File: config.mk
export PLATFORM = sky130hd
export DESIGN_NAME = gate_clamp_release_seq
export DESIGN_NICKNAME = d
export VERILOG_FILES = /design/src/rtl/gate_seq_pkg.sv /design/src/rtl/gate_target_decode.sv /design/src/rtl/gate_tick_timer.sv /design/src/rtl/gate_ctrl_word.sv /design/src/rtl/gate_clamp_fsm.sv /design/src/rtl/gate_clamp_release_seq.sv
export SDC_FILE = /design/constraint.sdc
export NUM_CORES = 1
export LEC_CHECK = 0
export BUFFER_PORTS_ARGS = -buffer_cell sky130_fd_sc_hd__buf_4
export CAP_MARGIN = 20
export CORE_ASPECT_RATIO = 1.25
export CORE_MARGIN = 1
export CORE_UTILIZATION = 55
export CTS_CLUSTER_DIAMETER = 60
export DETAILED_ROUTE_END_ITERATION = 16
export PLACE_DENSITY = 0.78
export SLEW_MARGIN = 20
export SYNTH_ARGS = -nofsm -noshare
export SYNTH_HDL_FRONTEND = slang
export SYNTH_HIERARCHICAL = 1
export SYNTH_SLANG_ARGS = --single-unit
File: constraint.sdc
create_clock -name clk -period 7.1 [get_ports clk]
set_clock_uncertainty 0.15 [all_clocks]
set_input_delay 0.71 -clock clk [delete_from_list [all_inputs] [get_ports clk]]
set_output_delay 0.71 -clock clk [all_outputs]
set_load 0.05 [all_outputs]
File: src/rtl/gate_seq_pkg.sv
package gate_seq_pkg;

    localparam int CTRL_W      = 32;
    localparam int POS_W       = 5;
    localparam int SHARED_BASE = 29;

    typedef enum logic [1:0] {
        ST_IDLE       = 2'd0,
        ST_WAIT_EARLY = 2'd1,
        ST_WAIT_VCORE = 2'd2
    } seq_state_e;

    // offset of each control inside a three-bit group
    localparam logic [POS_W-1:0] STEP_CLAMP = 5'd0;
    localparam logic [POS_W-1:0] STEP_EARLY = 5'd1;
    localparam logic [POS_W-1:0] STEP_VCORE = 5'd2;

endpackage

File: src/rtl/gate_target_decode.sv
module gate_target_decode
    import gate_seq_pkg::*;
#(
    parameter int NUM_PORTS = 7,
    parameter int IDX_W     = 4
) (
    input  logic             sel_shared,
    input  logic [IDX_W-1:0] port_idx,
    output logic             in_range,
    output logic [POS_W-1:0] base_pos
);
    localparam int LAST_BIT = 3 * NUM_PORTS - 1;

    // the port groups must stay clear of the shared group
    if (LAST_BIT >= SHARED_BASE) begin : g_bad_cfg
        initial $error("NUM_PORTS too large for the control word");
    end

    logic [31:0] scaled;

    always_comb begin
        scaled   = 32'(port_idx) * 32'd3;
        in_range = sel_shared || (32'(port_idx) < 32'(NUM_PORTS));
        if (sel_shared) begin
            base_pos = POS_W'(SHARED_BASE);
        end else begin
            base_pos = scaled[POS_W-1:0];
        end
    end

endmodule

File: src/rtl/gate_tick_timer.sv
module gate_tick_timer #(
    parameter int WAIT_TICKS = 200
) (
    input  logic clk,
    input  logic rst_n,
    input  logic run,
    input  logic tick,
    output logic expire
);
    localparam int CNT_W = (WAIT_TICKS < 2) ? 1 : $clog2(WAIT_TICKS);
    localparam logic [CNT_W-1:0] LAST = CNT_W'(WAIT_TICKS - 1);

    logic [CNT_W-1:0] cnt_d, cnt_q;

    always_comb begin
        expire = run && tick && (cnt_q == LAST);
        cnt_d  = cnt_q;
        if (!run || expire) begin
            cnt_d = '0;
        end else if (tick) begin
            cnt_d = cnt_q + 1'b1;
        end
    end

    always_ff @(posedge clk) begin
        if (!rst_n) begin
            cnt_q <= '0;
        end else begin
            cnt_q <= cnt_d;
        end
    end

    a_r5_count_bound: assert property (@(posedge clk) disable iff (!rst_n)
        cnt_q <= LAST);
    a_r5_hold_without_tick: assert property (@(posedge clk) disable iff (!rst_n)
        (run && !tick) |=> (cnt_q == $past(cnt_q)));

endmodule

File: src/rtl/gate_ctrl_word.sv
module gate_ctrl_word
    import gate_seq_pkg::*;
(
    input  logic              clk,
    input  logic              rst_n,
    input  logic              clr_en,
    input  logic [POS_W-1:0]  clr_pos,
    output logic [CTRL_W-1:0] word
);
    logic [CTRL_W-1:0] word_d, word_q;

    for (genvar g = 0; g < CTRL_W; g++) begin : g_bit
        always_comb begin
            word_d[g] = word_q[g] & ~(clr_en && (clr_pos == POS_W'(g)));
        end
    end

    always_ff @(posedge clk) begin
        if (!rst_n) begin
            word_q <= '1;
        end else begin
            word_q <= word_d;
        end
    end

    assign word = word_q;

    a_r2_never_set: assert property (@(posedge clk) disable iff (!rst_n)
        (word_q & ~$past(word_q)) == '0);
    a_r2_one_bit_per_cycle: assert property (@(posedge clk) disable iff (!rst_n)
        $countones(word_q ^ $past(word_q)) <= 1);

endmodule

File: src/rtl/gate_clamp_fsm.sv
module gate_clamp_fsm
    import gate_seq_pkg::*;
(
    input  logic             clk,
    input  logic             rst_n,
    input  logic             start,
    input  logic             sel_shared,
    input  logic             in_range,
    input  logic [POS_W-1:0] base_pos,
    input  logic             expire,
    output logic             clr_en,
    output logic [POS_W-1:0] clr_pos,
    output logic             busy,
    output logic             done,
    output logic             err,
    output logic             shared_on
);
    typedef struct packed {
        seq_state_e       state;
        logic [POS_W-1:0] base;
        logic             tgt_shared;
        logic             shared_on;
        logic             done;
        logic             err;
    } fsm_t;

    fsm_t s_d, s_q;

    always_comb begin
        s_d      = s_q;
        s_d.done = 1'b0;
        s_d.err  = 1'b0;
        clr_en   = 1'b0;
        clr_pos  = s_q.base;
        unique case (s_q.state)
            ST_IDLE: begin
                if (start) begin
                    if (sel_shared && s_q.shared_on) begin
                        s_d.done = 1'b1;
                    end else if (!in_range) begin
                        s_d.done = 1'b1;
                        s_d.err  = 1'b1;
                    end else begin
                        clr_en         = 1'b1;
                        clr_pos        = base_pos + STEP_CLAMP;
                        s_d.base       = base_pos;
                        s_d.tgt_shared = sel_shared;
                        s_d.state      = ST_WAIT_EARLY;
                    end
                end
            end
            ST_WAIT_EARLY: begin
                if (expire) begin
                    clr_en    = 1'b1;
                    clr_pos   = s_q.base + STEP_EARLY;
                    s_d.state = ST_WAIT_VCORE;
                end
            end
            ST_WAIT_VCORE: begin
                if (expire) begin
                    clr_en    = 1'b1;
                    clr_pos   = s_q.base + STEP_VCORE;
                    s_d.state = ST_IDLE;
                    s_d.done  = 1'b1;
                    if (s_q.tgt_shared) begin
                        s_d.shared_on = 1'b1;
                    end
                end
            end
            default: begin
                s_d.state = ST_IDLE;
            end
        endcase
    end

    always_ff @(posedge clk) begin
        if (!rst_n) begin
            s_q <= '{state: ST_IDLE, base: '0, tgt_shared: 1'b0,
                     shared_on: 1'b0, done: 1'b0, err: 1'b0};
        end else begin
            s_q <= s_d;
        end
    end

    assign busy      = (s_q.state != ST_IDLE);
    assign done      = s_q.done;
    assign err       = s_q.err;
    assign shared_on = s_q.shared_on;

    a_r6_done_single: assert property (@(posedge clk) disable iff (!rst_n)
        done |=> !done);
    a_r6_done_not_busy: assert property (@(posedge clk) disable iff (!rst_n)
        done |-> !busy);
    a_r7_sticky_shared: assert property (@(posedge clk) disable iff (!rst_n)
        shared_on |=> shared_on);
    a_r9_err_with_done: assert property (@(posedge clk) disable iff (!rst_n)
        err |-> done);
    a_r4_no_step_skip: assert property (@(posedge clk) disable iff (!rst_n)
        (s_q.state == ST_WAIT_EARLY) |=> (s_q.state != ST_IDLE));
    a_r8_base_stable: assert property (@(posedge clk) disable iff (!rst_n)
        (busy && $past(busy)) |-> $stable(s_q.base));

endmodule

File: src/rtl/gate_clamp_release_seq.sv
module gate_clamp_release_seq
    import gate_seq_pkg::*;
#(
    parameter int NUM_PORTS  = 7,
    parameter int IDX_W      = 4,
    parameter int WAIT_TICKS = 200
) (
    input  logic              clk,
    input  logic              rst_n,
    input  logic              tick,
    input  logic              start,
    input  logic              sel_shared,
    input  logic [IDX_W-1:0]  port_idx,
    output logic              busy,
    output logic              done,
    output logic              err,
    output logic              shared_on,
    output logic [CTRL_W-1:0] pad_ctrl
);
    logic             in_range;
    logic [POS_W-1:0] base_pos;
    logic             expire;
    logic             clr_en;
    logic [POS_W-1:0] clr_pos;

    gate_target_decode #(.NUM_PORTS(NUM_PORTS), .IDX_W(IDX_W)) i_decode (
        .sel_shared (sel_shared),
        .port_idx   (port_idx),
        .in_range   (in_range),
        .base_pos   (base_pos)
    );

    gate_tick_timer #(.WAIT_TICKS(WAIT_TICKS)) i_timer (
        .clk    (clk),
        .rst_n  (rst_n),
        .run    (busy),
        .tick   (tick),
        .expire (expire)
    );

    gate_clamp_fsm i_fsm (
        .clk        (clk),
        .rst_n      (rst_n),
        .start      (start),
        .sel_shared (sel_shared),
        .in_range   (in_range),
        .base_pos   (base_pos),
        .expire     (expire),
        .clr_en     (clr_en),
        .clr_pos    (clr_pos),
        .busy       (busy),
        .done       (done),
        .err        (err),
        .shared_on  (shared_on)
    );

    gate_ctrl_word i_word (
        .clk     (clk),
        .rst_n   (rst_n),
        .clr_en  (clr_en),
        .clr_pos (clr_pos),
        .word    (pad_ctrl)
    );

    a_r9_idle_word_stable: assert property (@(posedge clk) disable iff (!rst_n)
        (!busy && $past(!busy) && !$past(start)) |-> $stable(pad_ctrl));

endmodule

# Word level (Yosys, flattened, before mapping)
# Index checks and enable logic that the tools add are counted.
[word_totals]
regBits = 51
input_bits = 9
out_inout_bits = 36
word_cells = 191
[classes]
addsub = 3
mul = 1
order_cmp = 1
n_eq_ne = 39
mux = 24
n_bitwise = 68
reduce_logical = 47
[ops]
columns = ["operator", "n"]
rows = [
  ["$eq 5x5->1 const B", 16],
  ["$eq 5x4->1 const B", 8],
  ["$not 1->1", 36],
  ["$logic_and 1x1->1", 35],
  ["$and 1x1->1", 32],
  ["$mux 5", 6],
  ["$mux 8", 3],
  ["$eq 5x3->1 const B", 4],
  ["$pmux 5 s3", 1],
  ["$eq 5x2->1 const B", 2],
  ["$add 8x1->8 const B", 1],
  ["$eq 8x8->1 const B", 1],
  ["$mux 2", 4],
  ["$ne 2x2->1 const B", 4],
  ["$mux 1", 7],
  ["$pmux 2 s3", 1],
  ["$add 5x1->5 const B", 1],
  ["$add 5x2->5 const B", 1],
  ["$eq 5x1->1 const B", 1],
  ["$logic_not 5->1", 1],
  ["$mul 4x2->5 const B", 1],
  ["$reduce_and 5->1", 1],
  ["$lt 4x3->1 const B", 1],
  ["$pmux 1 s2", 2],
  ["other kinds (11)", 13],
]

# Longest topological paths before layout
# Gate-level depths: netlist of run 1.
[depth]
ltp_word = 10
depth_mapped = 12
ltp_nobuf = 11

# Hierarchy
# Netlist of run 1, hierarchy kept.
[modules_own_cells]
columns = ["mod", "n_inst", "cells_per_inst", "area_each_um2", "seq_area_each_um2"]
rows = [
  ["gate_ctrl_word", 1, 114, 1187.4, 640.6],
  ["gate_clamp_fsm", 1, 103, 820.8, 220.2],
  ["gate_tick_timer", 1, 43, 395.4, 160.2],
  ["gate_target_decode", 1, 20, 162.7, 0.0],
]

# Worst setup path after synthesis of run 1
# No wires, ideal clock.
[synth_timing]
path_kind = "register -> register"
start = "reg i_fsm/s_q[9] in the netlist's numbering"
end = "reg i_word.word_q[26] (netlist: i_word/word[26])"
setup_time_ns = 0.066
t_arrival_ns = 2.707
required_ns = 6.884
slack_ns = 4.177
stages_incl_launch_ff = 13
n_path_buf = 2
period_less_slack_ns = 2.923
cell_sequence = "dfxtp_1 inv_1 ha_1 inv_1 nand2_1 nor3_1 buf_4 mux2_2 a222oi_1 o21ai_1 and3b_2 buf_6 a21oi_2"
[synth_between]
elab_chain_cells = 9
word_cells_on_any_way = 16
cone_classes = "eq/ne (3); mux (5); bitwise (2); reduce/logical (6)"
[synth_lines]
columns = ["element", "line", "source"]
rows = [
  ["start: declaration", "gate_clamp_fsm.sv:27", "fsm_t s_d, s_q;"],
  ["start signal: assignment", "gate_clamp_fsm.sv:78", "s_q <= '{state: ST_IDLE, base: '0, tgt_shared: 1'b0,"],
  ["$reduce_bool 2->1 *", "gate_clamp_fsm.sv:85", "assign busy = (s_q.state != ST_IDLE);"],
  ["net busy", "gate_clamp_release_seq.sv:14", "output logic busy,"],
  ["$logic_and 1x1->1 * (2 in series)", "gate_tick_timer.sv:16", "expire = run && tick && (cnt_q == LAST);"],
  ["net expire", "gate_clamp_release_seq.sv:22", "logic expire;"],
  ["$mux 5 (on tied branches)", "gate_clamp_fsm.sv:60, gate_clamp_fsm.sv:53", ""],
  ["$pmux 5 s3 *", "gate_clamp_fsm.sv:35", "unique case (s_q.state)"],
  ["net clr_pos[1]", "gate_clamp_release_seq.sv:24", "logic [POS_W-1:0] clr_pos;"],
  ["$eq 5x5->1 *", "gate_ctrl_word.sv:14", "word_d[g] = word_q[g] & ~(clr_en && (clr_pos == POS_W'(g)));"],
  ["$logic_and 1x1->1 *", "gate_ctrl_word.sv:14", ""],
  ["$not 1->1 *", "gate_ctrl_word.sv:14", ""],
  ["$and 1x1->1 *", "gate_ctrl_word.sv:14", ""],
  ["end signal: assignment", "gate_ctrl_word.sv:22", "word_q <= word_d;"],
  ["end: declaration", "gate_ctrl_word.sv:10", "logic [CTRL_W-1:0] word_d, word_q;"],
]
# The timed path passes the listed nets; every way through them passes the cells marked *.
# A chain may end at the register's enable or synchronous reset.

# Worst setup path in the final report of run 1
[layout_timing]
start = "reg i_fsm/s_q[9] in the netlist's numbering"
end = "reg i_word.word_q[13] (netlist: i_word/word[13])"
[layout_between]
elab_chain_cells = 9
word_cells_on_any_way = 16
cone_classes = "eq/ne (3); mux (5); bitwise (2); reduce/logical (6)"
[layout_lines]
columns = ["element", "line"]
rows = [
  ["$reduce_bool 2->1 *", "gate_clamp_fsm.sv:85"],
  ["$logic_and 1x1->1 * (2 in series)", "gate_tick_timer.sv:16"],
  ["net expire", "gate_clamp_release_seq.sv:22"],
  ["$mux 5 (on tied branches)", "gate_clamp_fsm.sv:60, gate_clamp_fsm.sv:53"],
  ["$pmux 5 s3 *", "gate_clamp_fsm.sv:35"],
  ["net clr_pos[1]", "gate_clamp_release_seq.sv:24"],
  ["$eq 5x4->1 *", "gate_ctrl_word.sv:14"],
  ["$logic_and 1x1->1 *", "gate_ctrl_word.sv:14"],
  ["$not 1->1 *", "gate_ctrl_word.sv:14"],
  ["$and 1x1->1 *", "gate_ctrl_word.sv:14"],
]
# Marked as above.

==> metrics.txt, run 1 <==
Comb power frac=between 10% and 20%; hold path cells=2; outcome=complete, no violations; Reg clk slew, reported paths=0.09 ns; DR iter-0 viols=roughly 140; vias per cell=5.57; I/O Pins=45; Filler cells=395; Post-Syn Nets=between 300 and 400; cell family with most CP delay=simple AND/OR/NAND/NOR gates; drt first pass iters=4; worst-path cell chain=inv_1 -> ha_1 -> inv_1 -> nand2_1 -> nor3_4 -> mux2_2 -> a222oi_1 -> o21ai_1 -> and3b_1 -> a21oi_1; fin nets=338; clock sinks=51; R2R setup slack=about 3.7 ns; cell taking the most area after synthesis=dfxtp_1; Num CTS Buffers=5; FF+latch count, synth=51; buffers and inverters on the worst path=2; Slew Limit Fails=0; Net Sw Frac=28.2%; core box area=4430 sq um; multi-input logic area=1400 sq um; Req. time, crit path=7.13 ns; cell area after layout=between 2000 and 3000 sq um; Setup Viol. Count Final=0; GRT busiest layer=met2; Tmin final=3.41 ns; CTS tree=done; Final Hold Vio Count=0; WS Path Type=register to register; met2 usage=39.6%; Post-CTS Resized=0; type of the worst min-delay path=register to register; Die X-Extent=63.1 um; Netlist cell types=57; Post-Synthesis Cells=280; synthesized area=2570 sq um; Port-buffer cells=44; number of global-route vias before repair=1,936; sequential share of the synthesized area=39.8%; top post-synthesis cells by area=dfxtp_1, a21oi_1, nor2b_1; register area=1020 sq um; internal power component=406 uW; Die H=roughly 80 um; slowest cell on the critical path=nor3_4; setup TNS=0 ns; insertion delay to the later sink of the worst-skew pair=0.30 ns; post-detail-place hpwl=3590 um; Worst slew margin=between 50% and 60%; CP max stage delay=slightly above 0.6 ns; Ys Warns=6; Achievable Freq=approximately 290 MHz; power per cell area=around 190 nW/um^2; drt wl/cell=13.7 um; RSZ-0062 raised after global routing=false; GPL Wtd Cong=about 0.78; Syn-to-layout area delta=15.1%; critical path depth=10; Reg2Reg Depth=10; Post-DP Area=2850 sq um; P_leak=roughly 1.1 nW; Critical Path Fanout Max=18; share of the synthesized area in the top cell type=between 30 and 40%; sequential power share=52.9%; die area=4940 sq um; Via Count=2,096; Residual DRC=0; Post-synth top cells=dfxtp_1, a21oi_1, nor2b_1; grt ovf=0; Critical Path Most Common Cell=inv_1; clock buffer depth=2; Synth Flop Type=dfxtp_1; final wirelength=5160 um; antenna violations before repair=0; CTS root buffer=clkbuf_8; startpoint types=register; worst vdd ir=approximately 160 uV; Max Cap Viol=0; most frequent cell after synthesis=dfxtp_1; number of synthesized flops with an enable pin=0; Period Utilization, post-route=48.1%; num rows=27; antenna diode count=0; # hold bufs at CTS=0; GR Util met1=27.4%; Post-synth ARST share=0%; antenna viol nets, final=0; Worst Setup End Kind=register; Avg Cell Area, Syn=9.17 sq um; critical path arrival=3.44 ns; Clk pwr share=a little under a third; Starting Density=~58%; CTS HTree Levels=2; setup bufs post-CTS=0; Worst-Margin Slew=between 0.6 and 0.7 ns; first-pass GRT wire length=8900 um; pin count of the biggest net entering global routing=40; met3 GRT Util=approximately 4.1%; GRT Total Usage=22.6%; share of layout cells above drive strength 1=23.9%; Switch Pwr=160 uW
[sequential cells by signal, indices dropped and copies added, names as in the netlist]
register / count
i_timer/cnt_q: 8
i_word/word: 32
i_fsm/s_q: 8
i_fsm/err: 1
i_fsm/shared_on: 1
i_fsm/done: 1
[layer usage]
metal  wire [um]  share of wire [%]
met1        2280                 44
met2        2550                 49
met3         255                4.9
met4          72                1.4
met5           0                  0
[cells in the final DEF, fill, tap and decap left out, types with 2 or more instances in the layout]
cell type,Yosys,layout
xor2_1,4,4
nand4_1,4,4
nand2b_1,2,2
inv_1,8,8
and4b_1,3,3
o31ai_1,2,2
dfxtp_1,51,51
mux2i_1,2,2
nor2_1,12,12
and4bb_2,3,3
clkbuf_8,3,6
a21oi_1,46,46
nand3_1,4,4
a31oi_1,3,3
o21ai_0,7,7
or3_1,3,3
buf_4,1,44
nand2_1,24,24
ha_1,12,12
a2111oi_0,2,2
o21ai_1,3,3
nor2b_1,33,33
a21oi_2,5,5
xnor2_1,3,3
or2_2,2,2
[final timing paths]
check,startpoint,end
max reg2reg,i_fsm/s_q[9]$_SDFFE_PN0P_,i_word/word[13]$_SDFF_PN1_
min,i_fsm/s_q[3]$_SDFFE_PN0P_,i_fsm/s_q[3]$_SDFFE_PN0P_
min reg2reg,i_fsm/s_q[3]$_SDFFE_PN0P_,i_fsm/s_q[3]$_SDFFE_PN0P_
max,i_fsm/s_q[9]$_SDFFE_PN0P_,i_word/word[13]$_SDFF_PN1_
[tightest hold or removal path, stage by stage (launching register included)]
cell,delay (ns)
dfxtp_1,0.32
nand2_1,0.07
a21oi_2,0.05
[per-stage QoR]
| stage | util, % | worst slack [ns] | hold WS (ns) | power, mW | instances |
|---|---|---|---|---|---|
| floorplan | - | 4.18 | 0.299 | 0.376 | 280 |
| global placement | 64.3 | 3.57 | 0.308 | 0.395 | 368 |
| detailed placement | 64.3 | 3.51 | 0.312 | 0.396 | 368 |
| CTS | 66.6 | 3.50 | 0.325 | 0.571 | 376 |
| global route | 66.7 | 3.47 | 0.349 | 0.595 | 376 |
| finish | 66.7 | 3.69 | 0.326 | 0.566 | 376 |
[power by group through the flow]
stage	registers (mW)	logic (mW)	clock network, mW
3_5_place_dp	0.306	0.0906	0
2_1_floorplan	0.317	0.0590	0
5_1_grt	0.300	0.0999	0.195
3_3_place_gp	0.306	0.0896	0
4_1_cts	0.299	0.0912	0.181
6_report	0.299	0.0912	0.176
[logic make-up (layout without fill, tap and decap cells)]
| logic type | after synthesis | in the layout | synth area share, % |
|---|---|---|---|
| flip-flops | 51 | 51 | 39.8 |
| multiplexers | 3 | 3 | 1.22 |
| buffers and inverters | 22 | 60 | 6.09 |
| AO/OA/AOI/OAI | 82 | 82 | 20.2 |
| XOR/XNOR | 7 | 7 | 2.39 |
| adder cells (fa/ha/maj) | 12 | 12 | 5.85 |
| AND/OR/NAND/NOR | 103 | 103 | 24.4 |
[cell type report]
cell class | instances | share of cell area (%)
multi-input combinational | 207 | 47.4
sequential | 51 | 34.6
timing repair buffer | 44 | 11.2
clock buffer | 6 | 2.80
tap | 58 | 2.46
inverter | 8 | 1.02
clock inverter | 2 | 0.551
No activity file was read; power rests on OpenSTA's default activity.
==> run 2, diff against run 1 <==
CORE_UTILIZATION = 50   (was 55)
PLACE_DENSITY = 0.74   (was 0.78)
clock period = 2.8 ns   (was 7.1 ns; I/O delays follow)
==> metrics.txt, run 2 (synthesis gave the netlist of run 1 again) <==
GPL Wtd Cong=0.875; vias per cell=5.47; Achievable Freq=363 MHz; CTS root buffer=clkbuf_8; GRT Total Usage=19.8%; number of global-route vias before repair=~1,900; met3 GRT Util=3.43%; grt ovf=0; CTS tree=done; Util after Layout=between 60% and 70%; R2R Path End=i_word/word[5]$_SDFF_PN1_; Max Cap Viol=0; outcome=complete, no violations; max reg flops=32; critical path arrival=2.80 ns; startpoint types=register; die area=5420 sq um; commonest non-fill, non-tap cells in the layout=buf_4, dfxtp_1, a21oi_1; GR Util met1=roughly a quarter; Worst-Margin Slew=0.444 ns; CTS HTree Levels=2; drt first pass iters=7; core box area=4830 sq um; Die X-Extent=66.1 um; Total Power=1.52 mW; P_leak=roughly 1.2 nW; insertion delay to the later sink of the worst-skew pair=0.30 ns; Req. time, crit path=2.84 ns; met2 usage=34.4%; Slew Limit Fails=0; worst-path cell chain=or4b_4 -> nor3_4 -> buf_6 -> mux2_4 -> a222oi_1 -> o21ai_2 -> and3b_2 -> a21oi_1; share of layout cells above drive strength 1=roughly a third; first-pass GRT wire length=8380 um; Reg2Reg Depth=8; DR iter-0 viols=approximately 110; Final Hold Vio Count=0; WS Path Type=register to register; GRT busiest layer=met2; Worst Setup SP=i_timer/cnt_q[4]$_SDFFE_PP0P_; worst vdd ir=about 440 uV; type of the worst min-delay path=primary input to register; Port-buffer cells=44; antenna viol nets, final=0; R2R setup slack=0.04 ns; setup TNS=0 ns; commonest non-fill, non-tap cell in the layout=buf_4; clock buffer depth=2; Tmin final=2.76 ns; RSZ-0062 raised after global routing=true; Min Hold Slack=0.100 ns; antenna diode count=0; pin count of the biggest net entering global routing=40; Starting Density=53.1%; antenna violations before repair=0; Critical Path Fanout Max=8; Reg clk slew, reported paths=0.09 ns; drt wl/cell=13.5 um; Die H=82.1 um; fin nets=354; Period Utilization, post-route=98.4%; Worst slew margin=70.4%; placed cell count=~380; clock sinks=51; power per cell area=roughly 480 nW/um^2; Worst R2R Start=i_timer/cnt_q[4]$_SDFFE_PP0P_; final wirelength=5320 um; num rows=28; hold path cells=2; fin cells=around 390; Worst Setup End Kind=register; # hold bufs at CTS=0; I/O Pins=45; Worst setup endpoint=i_word/word[5]$_SDFF_PN1_; CP max stage delay=0.56 ns; Num CTS Buffers=5; slowest cell on the critical path=or4b_4; Syn-to-layout area delta=23.5%; post-detail-place hpwl=around 3700 um; Residual DRC=0; Setup Viol. Count Final=0; Via Count=2,155
-- run 2: layout make-up --
| class | instances | area [sq um] |
|---|---|---|
| repair buffers | 60 | 465 |
| inverters | 8 | 33.8 |
| clock inverters | 3 | 43.8 |
| flip-flops and latches | 51 | 1030 |
| multi-input cells | 207 | 1460 |
| clock buffers | 5 | 68.8 |
| well taps | 60 | 75.1 |
| fillers | 424 | 1670 |
-- run 2: worst max-delay path, delay by kind of cell, from the launching register on --
family                 cells  cell delay [ns]
and+or+nand+nor            3             1.16
muxes                      1             0.29
buffers and inverters      1             0.16
AOI/OAI and AO/OA          3             0.54
DFF                        1             0.33
-- run 2: timing repair --
item	4_1_cts	5_1_grt
setup endpoints to repair	11	32
resized for setup	2	22
pin swaps	0	8
endpoints found under the hold margin	0	0
buffers inserted	0	6
cloned	0	1
-- run 2: metrics by stage --
stage | setup WS, ns | cell area (sq um)
after detailed placement | -0.0472 | 2920
after global placement | 0.00527 | 2920
after CTS | 0.0255 | 3040
after global routing | -0.0524 | 3170
after floorplan | 0.0560 | 2570
final | 0.0436 | 3170
-- run 2: how the worst min path moves through the flow --
stage                                end  slack [ns]                      start
6_report            i_fsm/err$_SDFF_PP0_        0.10                 sel_shared
5_1_grt             i_fsm/err$_SDFF_PP0_        0.13                 sel_shared
4_1_cts             i_fsm/err$_SDFF_PP0_         0.1                 sel_shared
3_5_place_dp   i_fsm/s_q[3]$_SDFFE_PN0P_        0.32  i_fsm/s_q[3]$_SDFFE_PN0P_
3_3_place_gp   i_fsm/s_q[3]$_SDFFE_PN0P_        0.31  i_fsm/s_q[3]$_SDFFE_PN0P_
2_1_floorplan       i_fsm/err$_SDFF_PP0_        0.24                 sel_shared
-- run 2: power breakdown --
part	switching, mW	leakage (nW)	internal, mW
registers	0.0175	0.416	0.743
logic	0.153	0.745	0.101
clock network	0.244	0.0581	0.266
total	0.415	1.22	1.11
-- run 2: layer usage --
metal / vias up / part of all wire [%]
met2: 55 / 49
met3: 7 / 3.8
li1: 1094 / -
met5: - / 0
met4: 0 / 1.3
met1: 999 / 46
==> run 3, diff against run 2 <==
PLACE_DENSITY = 0.75   (was 0.74)
==> metrics.txt, run 3 (synthesis gave the netlist of run 1 again) <==
final wirelength=5530 um; WS Path Type=register to register; fin nets=approximately 350; Critical Path Fanout Max=8; post-detail-place hpwl=3910 um; Worst slew margin=roughly 66%; Total Power=1.47 mW; slowest cell on the critical path=or4b_4; grt ovf=0; Slew Limit Fails=0; outcome=complete, no violations; GRT Total Usage=21.4%; vias per cell=5.67; Max Cap Viol=0; drt wl/cell=14.1 um; CTS HTree Levels=2; num rows=28; RSZ-0062 raised after global routing=true; I/O Pins=45; max reg flops=32; buffers and inverters on the worst path=1; Reg clk slew, reported paths=about 0.090 ns; commonest non-fill, non-tap cells in the layout=buf_4, dfxtp_1, a21oi_1; number of global-route vias before repair=2,000; Period Utilization, post-route=a little over nine tenths; Achievable Freq=368 MHz; # hold bufs at CTS=0; drt first pass iters=4; type of the worst min-delay path=primary input to register; antenna violations before repair=0; Worst-Margin Slew=just over 0.5 ns; Final Hold Vio Count=0; hold path cells=2; worst-path cell chain=or4b_4 -> nor3_4 -> buf_6 -> mux2_4 -> a222oi_1 -> o21ai_2 -> and3b_2 -> a21oi_1; CP max stage delay=about 0.57 ns; Min Hold Slack=0.113 ns; worst vdd ir=294 uV; GPL Wtd Cong=0.820; Via Count=roughly 2,200; Worst Setup End Kind=register; core box area=4830 sq um; critical path depth=8; clock sinks=51; P_leak=1.20 nW; startpoint types=register; die area=5420 sq um; first-pass GRT wire length=8970 um; share of layout cells above drive strength 1=30.1%; DR iter-0 viols=163; Req. time, crit path=roughly 2.8 ns; cell family with most CP delay=simple AND/OR/NAND/NOR gates; Starting Density=53.1%; insertion delay to the later sink of the worst-skew pair=~0.31 ns; Setup Viol. Count Final=0; critical path arrival=2.76 ns; CTS root buffer=clkbuf_8; Filler cells=425; antenna viol nets, final=0; setup TNS=0 ns; Util after Layout=64.5%; Syn-to-layout area delta=21.5%; Num CTS Buffers=5; Reg2Reg Depth=8; power per cell area=470 nW/um^2; Die X-Extent=66.1 um; pin count of the biggest net entering global routing=40; CTS tree=done; commonest non-fill, non-tap cell in the layout=buf_4; Port-buffer cells=44; Residual DRC=0; Die H=82.1 um; clock buffer depth=2; antenna diode count=0; Tmin final=2.72 ns
==> run 3: cell count changes in the layout (fill, tap and decap cells not counted), moves of 2 or more <==
cell     delta
and4b_1     +2
and4b_2     -2
buf_6       -3
dfxtp_1     +2
dfxtp_2     -2
==> run 3: metal layers <==
metal  track usage [%]  wire, um
met1              25.5      2420
met3              4.53       265
met2              36.8      2710
met4              9.79       123
met5                 0         0
==> run 3: through the flow <==
stage | area [sq um] | std cells | worst slack [ns]
floorplan | 2570 | 280 | 0.0560
global placement | 2940 | 380 | -0.0173
detailed placement | 2940 | 380 | -0.0898
CTS | 3050 | 388 | 0.0101
global route | 3120 | 392 | -0.0352
finish | 3120 | 392 | 0.0824
==> run 3: timing repair <==
item / CTS / global route
gates resized for setup: 2 / 11
pin swaps: 0 / 6
setup endpoints to repair: 11 / 32
gates cloned: 0 / 1
setup buffers: 0 / 3
==> run 3: path summary, 6_finish.rpt <==
| kind | start | to | slack (ns) |
|---|---|---|---|
| worst max-delay path | i_timer/cnt_q[3]$_SDFFE_PP0P_ | i_word/word[13]$_SDFF_PN1_ | 0.08 |
| worst min-delay path | sel_shared | i_fsm/err$_SDFF_PP0_ | 0.11 |
| worst max register to register | i_timer/cnt_q[3]$_SDFFE_PP0P_ | i_word/word[13]$_SDFF_PN1_ | 0.08 |
| worst min register to register | i_fsm/s_q[3]$_SDFFE_PN0P_ | i_fsm/s_q[3]$_SDFFE_PN0P_ | 0.33 |
==> run 3: cell type report <==
class	count	area (sq um)	area share, %
multi-input cells	207	1440	46.1
inverters	8	33.8	1.08
clock buffers	6	82.6	2.65
repair buffers	58	449	14.4
flip-flops and latches	51	1020	32.8
well taps	60	75.1	2.41
clock inverters	2	16.3	0.522
==> run 3: power breakdown <==
part,leakage [nW],total [mW],internal [mW],switching (mW)
combinational,0.734,0.257,0.102,0.154
sequential,0.415,0.760,0.742,0.0171
clock,0.0474,0.449,0.202,0.247
total,1.20,1.47,1.05,0.419
